File: src/rtl/enc8b10b_pkg.sv
package enc8b10b_pkg;

  localparam int SYM_W = 8;
  localparam int GRP_W = 10;

  typedef struct packed {
    logic [GRP_W-1:0] code;
    logic             rd_after;
    logic             kbad;
  } sym_res_t;

  // 5b/6b sub-block, negative column, bit order a b c d e i (a in bit 5)
  function automatic logic [5:0] six_neg(input logic [4:0] x);
    logic [5:0] r;
    case (x)
      5'd0:  r = 6'b100111;  5'd1:  r = 6'b011101;
      5'd2:  r = 6'b101101;  5'd3:  r = 6'b110001;
      5'd4:  r = 6'b110101;  5'd5:  r = 6'b101001;
      5'd6:  r = 6'b011001;  5'd7:  r = 6'b111000;
      5'd8:  r = 6'b111001;  5'd9:  r = 6'b100101;
      5'd10: r = 6'b010101;  5'd11: r = 6'b110100;
      5'd12: r = 6'b001101;  5'd13: r = 6'b101100;
      5'd14: r = 6'b011100;  5'd15: r = 6'b010111;
      5'd16: r = 6'b011011;  5'd17: r = 6'b100011;
      5'd18: r = 6'b010011;  5'd19: r = 6'b110010;
      5'd20: r = 6'b001011;  5'd21: r = 6'b101010;
      5'd22: r = 6'b011010;  5'd23: r = 6'b111010;
      5'd24: r = 6'b110011;  5'd25: r = 6'b100110;
      5'd26: r = 6'b010110;  5'd27: r = 6'b110110;
      5'd28: r = 6'b001110;  5'd29: r = 6'b101110;
      5'd30: r = 6'b011110;  default: r = 6'b101011;
    endcase
    return r;
  endfunction

  // 3b/4b sub-block, negative column, bit order f g h j (f in bit 3)
  function automatic logic [3:0] four_neg(input logic [2:0] y, input logic alt);
    logic [3:0] r;
    case (y)
      3'd0: r = 4'b1011;  3'd1: r = 4'b1001;
      3'd2: r = 4'b0101;  3'd3: r = 4'b1100;
      3'd4: r = 4'b1101;  3'd5: r = 4'b1010;
      3'd6: r = 4'b0110;  default: r = alt ? 4'b0111 : 4'b1110;
    endcase
    return r;
  endfunction

  function automatic logic legal_k(input logic [SYM_W-1:0] b);
    logic [4:0] x;
    x = b[4:0];
    return (x == 5'd28) ||
           ((b[7:5] == 3'd7) && (x == 5'd23 || x == 5'd27 || x == 5'd29 || x == 5'd30));
  endfunction

  function automatic logic want_alt(input logic [4:0] x, input logic rd6);
    return (!rd6 && (x == 5'd17 || x == 5'd18 || x == 5'd20)) ||
           ( rd6 && (x == 5'd11 || x == 5'd13 || x == 5'd14));
  endfunction

  // Encode one symbol; rd: 1 = positive
  function automatic sym_res_t encode_sym(input logic [SYM_W-1:0] b,
                                          input logic k, input logic rd_in);
    sym_res_t   res;
    logic [4:0] x;
    logic [2:0] y;
    logic       kok, k28, flip6, rd6, alt, bal4;
    logic [5:0] s6;
    logic [3:0] s4;
    x     = b[4:0];
    y     = b[7:5];
    kok   = k && legal_k(b);
    k28   = kok && (x == 5'd28);
    s6    = k28 ? 6'b001111 : six_neg(x);
    flip6 = ($countones(s6) != 3);
    if (rd_in && (flip6 || (x == 5'd7 && !k28))) s6 = ~s6;
    rd6   = rd_in ^ flip6;
    alt   = (y == 3'd7) && (kok || want_alt(x, rd6));
    s4    = four_neg(y, alt);
    bal4  = ($countones(s4) == 2);
    if (rd6 && (!bal4 || y == 3'd3)) s4 = ~s4;
    if (k28 && bal4 && y != 3'd3 && !rd6) s4 = ~s4;
    // bit 9..0 = j h g f i e d c b a
    res.code     = {s4[0], s4[1], s4[2], s4[3],
                    s6[0], s6[1], s6[2], s6[3], s6[4], s6[5]};
    res.rd_after = rd6 ^ !bal4;
    res.kbad     = k && !kok;
    return res;
  endfunction

endpackage

File: src/rtl/edc_lane.sv
module edc_lane
  import enc8b10b_pkg::*;
(
  input  logic [SYM_W-1:0] byte_in,
  input  logic             ctrl_in,
  input  logic             rd_in,
  output logic [GRP_W-1:0] code_o,
  output logic             rd_o,
  output logic             kerr_o
);

  sym_res_t res;
  int       ones_cnt;
  logic     unbal;

  always_comb begin
    res      = encode_sym(byte_in, ctrl_in, rd_in);
    code_o   = res.code;
    rd_o     = res.rd_after;
    kerr_o   = res.kbad;
    ones_cnt = $countones(res.code);
    unbal    = (ones_cnt != 5);
  end

  always_comb begin
    AST_GROUP_WEIGHT: assert (ones_cnt >= 4 && ones_cnt <= 6);
    AST_HEAVY_FROM_NEG: assert (!(ones_cnt == 6) || !rd_in);
    AST_LIGHT_FROM_POS: assert (!(ones_cnt == 4) || rd_in);
    AST_RD_FLIP_RULE: assert (rd_o == (rd_in ^ unbal));
  end

endmodule

File: src/rtl/edc_out_stage.sv
module edc_out_stage #(
  parameter int LANES = 2,
  parameter int GW    = 10,
  localparam int CW   = LANES * GW
) (
  input  logic             clk,
  input  logic             rst_n,
  input  logic             in_valid,
  input  logic [CW-1:0]    codes_in,
  input  logic [LANES-1:0] kerr_in,
  input  logic             rd_next,
  output logic [CW-1:0]    code_q,
  output logic [LANES-1:0] kerr_q,
  output logic             valid_q,
  output logic             rd_q
);

  always_ff @(posedge clk) begin
    if (!rst_n) begin
      code_q  <= '0;
      kerr_q  <= '0;
      valid_q <= 1'b0;
      rd_q    <= 1'b0;
    end else begin
      valid_q <= in_valid;
      if (in_valid) begin
        code_q <= codes_in;
        kerr_q <= kerr_in;
        rd_q   <= rd_next;
      end
    end
  end

  AST_RD_HOLD_IDLE: assert property (@(posedge clk) disable iff (!rst_n)
    !in_valid |=> rd_q == $past(rd_q));
  AST_CODE_HOLD_IDLE: assert property (@(posedge clk) disable iff (!rst_n)
    !in_valid |=> $stable(code_q) && $stable(kerr_q));
  AST_VALID_LATENCY: assert property (@(posedge clk) disable iff (!rst_n)
    in_valid |=> valid_q);

endmodule

File: src/rtl/cascade_8b10b_enc.sv
module cascade_8b10b_enc
  import enc8b10b_pkg::*;
#(
  parameter int LANES = 2,
  localparam int DW   = LANES * SYM_W,
  localparam int CW   = LANES * GRP_W
) (
  input  logic             clk,
  input  logic             rst_n,
  input  logic             in_valid,
  input  logic             wide_mode,
  input  logic [DW-1:0]    in_data,
  input  logic [LANES-1:0] in_ctrl,
  input  logic             force_disp,
  input  logic             force_val,
  output logic [CW-1:0]    code_out,
  output logic [LANES-1:0] kerr_out,
  output logic             code_valid,
  output logic             rd_out
);

  logic [LANES:0]    rd_chain;
  logic [CW-1:0]     lane_codes;
  logic [LANES-1:0]  lane_kerr;
  logic [CW-1:0]     codes_masked;
  logic [LANES-1:0]  kerr_masked;
  logic              rd_start;
  logic              rd_next;

  assign rd_start    = force_disp ? force_val : rd_out;
  assign rd_chain[0] = rd_start;

  for (genvar i = 0; i < LANES; i++) begin : g_lane
    logic lane_en;
    assign lane_en = wide_mode || (i == 0);

    edc_lane u_lane (
      .byte_in (in_data[i*SYM_W +: SYM_W]),
      .ctrl_in (in_ctrl[i]),
      .rd_in   (rd_chain[i]),
      .code_o  (lane_codes[i*GRP_W +: GRP_W]),
      .rd_o    (rd_chain[i+1]),
      .kerr_o  (lane_kerr[i])
    );

    assign codes_masked[i*GRP_W +: GRP_W] = lane_en ? lane_codes[i*GRP_W +: GRP_W] : '0;
    assign kerr_masked[i] = lane_en && lane_kerr[i];
  end

  assign rd_next = wide_mode ? rd_chain[LANES] : rd_chain[1];

  edc_out_stage #(.LANES(LANES), .GW(GRP_W)) u_out (
    .clk      (clk),
    .rst_n    (rst_n),
    .in_valid (in_valid),
    .codes_in (codes_masked),
    .kerr_in  (kerr_masked),
    .rd_next  (rd_next),
    .code_q   (code_out),
    .kerr_q   (kerr_out),
    .valid_q  (code_valid),
    .rd_q     (rd_out)
  );

  AST_FORCE_START: assert property (@(posedge clk) disable iff (!rst_n)
    in_valid && force_disp && !wide_mode |=>
      rd_out == ($past(force_val) ^ ($countones(code_out[GRP_W-1:0]) != 5)));
  AST_NO_STALE_UPDATE: assert property (@(posedge clk) disable iff (!rst_n)
    !in_valid && force_disp |=> rd_out == $past(rd_out));

  if (LANES > 1) begin : g_upper_chk
    AST_SINGLE_UPPER_ZERO: assert property (@(posedge clk) disable iff (!rst_n)
      in_valid && !wide_mode |=> code_out[CW-1:GRP_W] == '0 && kerr_out[LANES-1:1] == '0);
  end

endmodule

File: config.mk
export PLATFORM = sky130hd
export DESIGN_NAME = cascade_8b10b_enc
export DESIGN_NICKNAME = d
export VERILOG_FILES = /design/src/rtl/enc8b10b_pkg.sv /design/src/rtl/edc_lane.sv /design/src/rtl/edc_out_stage.sv /design/src/rtl/cascade_8b10b_enc.sv
export SDC_FILE = /design/constraint.sdc
export NUM_CORES = 1
export LEC_CHECK = 0
export ABC_AREA = 0
export BUFFER_PORTS_ARGS = -buffer_cell sky130_fd_sc_hd__buf_2
export CAP_MARGIN = 15
export CORE_MARGIN = 2
export CORE_UTILIZATION = 29
export CTS_CLUSTER_DIAMETER = 60
export DETAILED_ROUTE_END_ITERATION = 7
export PLACE_DENSITY = 0.45
export SLEW_MARGIN = 0
export SYNTH_ARGS = -nofsm -noshare
export SYNTH_HDL_FRONTEND = slang
export SYNTH_SLANG_ARGS = --single-unit
File: constraint.sdc
create_clock -name clk -period 12.47 [get_ports clk]
set_input_delay 1.8705 -clock clk [delete_from_list [all_inputs] [get_ports clk]]
set_output_delay 1.8705 -clock clk [all_outputs]
set_load 0.02 [all_outputs]
==> metrics.txt <==
setup bufs post-CTS 0; Final setup viols 0; CTS sink cnt 24; area share of the largest cell type after synthesis 18.7%; Crit. End Element flop; All-Layer GR Usage 13.3%; RSZ-0062 raised after global routing no; grt total ovfl 0; met1 GRT Util 19.4%; Synth Warn # 0; Worst path slowest cell o311ai_0; Hold Path Class reg -> reg; area delta synth->final 13.8%; CP Max Fanout 7; final hold violations 0; PortBufs 47; final instance area 2930 sq um; Max Slew Vio Count 0; CP top delay family adder cells; post-synthesis instance area 2570 sq um; VDD IR max 0.0000439 V; number of synthesized register bits 24; CTS Root Buffer Type clkbuf_8; Final Total Pwr 0.400 mW; antenna cells 0; syn_nets 375; Final Critical Period 10160 ps; Critical path buffers and inverters 2; final setup margin 2310 ps; antenna-violating nets left 0; outcome finished, final reports clean; post-synthesis cell count 317; R2R depth 23; main flop type after synthesis dfxtp_1; max cap viols 0; largest net degree at the start of global routing 27; RR Endpoint u_out.code_q[19]; share of synthesized registers carrying an async set or reset 0%; die area 9640 sq um; initial core utilization 29.6%; Worst Max-Slew Pin Slew 741 ps; H-tree depth 1; Die H 98.2 um; Placed Area 2870 sq um; # DRC 0; EDFF count, synth 0; Routed WL per cell 13.8 um; Fmax 98.4 MHz; register area share after synthesis 18.7%; CORE AREA 8680 sq um; Final HPWL DP 4850 um; synth top area cells dfxtp_1 19%, ha_1 14%, a21oi_1 4.7%; 1st-iter DRT viols 66; hold_buf cts 0; Reg-to-Reg Start u_out.rd_q; CP required 12640 ps; clock insertion delay at the later pin of the skew report 270 ps; Post-synth top cells 28 x ha_1, 28 x nand2_1, 24 x a21oi_1, 24 x dfxtp_1, 17 x o21ai_0; final hold slack 489 ps; DR vias 2327; Worst-path clk slew 90 ps; DR vias/cell 5.09; RePlAce Congestion 0.839; setup tns final 0 ps; CTS max path bufs 2; aggregate routed wire length 6320 um; Worst path max stage delay 590 ps; leakage power 1.33 nW; top cell type by total area after synthesis dfxtp_1; Syn Area/Cell 8.12 sq um; met2 Use GR 20.2%; drt pass-1 iters 5; PD cells 137 nW/um^2; WHS Endpoint u_out.code_q[7]; CTS Buf Count 3; final worst-path cycle share 81.5%; Worst Hold Launch u_out.code_q[7]; dpl ws 1970 ps; first-pass GRT wire length 10800 um; share of post-route cells with drive strength above 1 16.9%; Boundary Pins 48; initial antenna violation count 0; critical path arrival 10330 ps; GRT busiest layer met2; Die W 98.2 um; met3 GRT Util 3.22%; number of stages on the worst hold path 1; Final nets 408; Startpoint Class primary input; unique cell type count in the Yosys netlist 52; vias in the first global route 2201; Rows 34; Rel. slew slack 50.6%; Worst Skew 3.16 ps; FF-to-FF setup slack 5820 ps; CTS resizes 0; kind of critical path in -> reg; TritonCTS clock tree done; CP dominant cell by count ha_1
[layout by cell type, fill, tap and decap left out, types with 2 or more instances in the layout]
cell type | synthesis | routed
nand2_1 | 28 | 28
clkbuf_8 | 0 | 4
a2111oi_0 | 2 | 2
nor2_1 | 16 | 16
a21oi_1 | 24 | 24
a211oi_1 | 4 | 4
mux2i_1 | 10 | 10
fa_1 | 6 | 6
and3_1 | 5 | 5
a211o_1 | 2 | 2
o22ai_1 | 2 | 2
nand4_1 | 2 | 2
o21a_1 | 3 | 3
a31oi_1 | 4 | 4
nor3b_1 | 3 | 3
nor2b_1 | 10 | 10
nand2b_1 | 2 | 2
o21ai_0 | 17 | 17
ha_1 | 28 | 28
a311oi_1 | 3 | 3
xnor2_1 | 13 | 13
xor2_1 | 13 | 13
a21o_1 | 3 | 3
and2_1 | 9 | 9
mux2_2 | 2 | 2
o2bb2ai_1 | 4 | 4
o211ai_1 | 5 | 5
dfxtp_1 | 24 | 24
nand3_1 | 13 | 13
nor3_1 | 4 | 4
o211a_1 | 4 | 4
buf_2 | 0 | 47
inv_1 | 14 | 14
[stage by stage]
step                      instances  util, %
after global routing            457     33.7
after CTS                       457     33.7
final                           457     33.7
after detailed placement        453     33.1
after global placement          453     33.1
after floorplan                 317        -
[worst max-delay path by stage]
stage | from | end | slack (ps) | cells past startpoint
finish | in_data[0] | u_out.code_q[19] | 2310 | 31
global route | in_data[1] | u_out.code_q[19] | 1660 | 31
CTS | in_data[0] | u_out.code_q[19] | 2240 | 31
detailed placement | in_data[0] | u_out.code_q[19] | 1970 | 31
global placement | in_data[0] | u_out.code_q[16] | 2160 | 31
floorplan | in_data[3] | u_out.code_q[16] | 2820 | 32
[power by group]
| group | switching (mW) | internal [mW] | total [mW] |
|---|---|---|---|
| Combinational | 0.134 | 0.109 | 0.243 |
| Clock | 0.0276 | 0.0282 | 0.0559 |
| Sequential | 0.00880 | 0.0925 | 0.101 |
[per-layer routing]
metal  up-vias  wire length [um]  share of wire [%]
met5         -                 0                  0
met4         0                 0                  0
met3         0               342                5.4
met2        59              2680                 42
met1      1072              3300                 52
li1       1196                 -                  -
[cell families after synthesis]
family | synth area share, %
compound gates | 22.3
xor+xnor | 9.73
fa+ha+maj | 18.7
buf+inv | 4.96
flops | 18.7
mux | 7.20
simple gates | 18.5
[registers in the layout, indices dropped and copies added, names as in the netlist]
| register | flops |
|---|---|
| u_out.rd_q | 1 |
| u_out.valid_q | 1 |
| u_out.kerr_q | 2 |
| u_out.code_q | 20 |
[cell type report]
| class | instances | area, sq um |
|---|---|---|
| fillers | 951 | 5750 |
| inverters | 15 | 56.3 |
| flip-flops and latches | 24 | 480 |
| repair buffers | 47 | 235 |
| well taps | 108 | 135 |
| clock buffers | 4 | 55.1 |
| multi-input cells | 259 | 1960 |
Note: power is estimated with default switching activity, not from simulation.
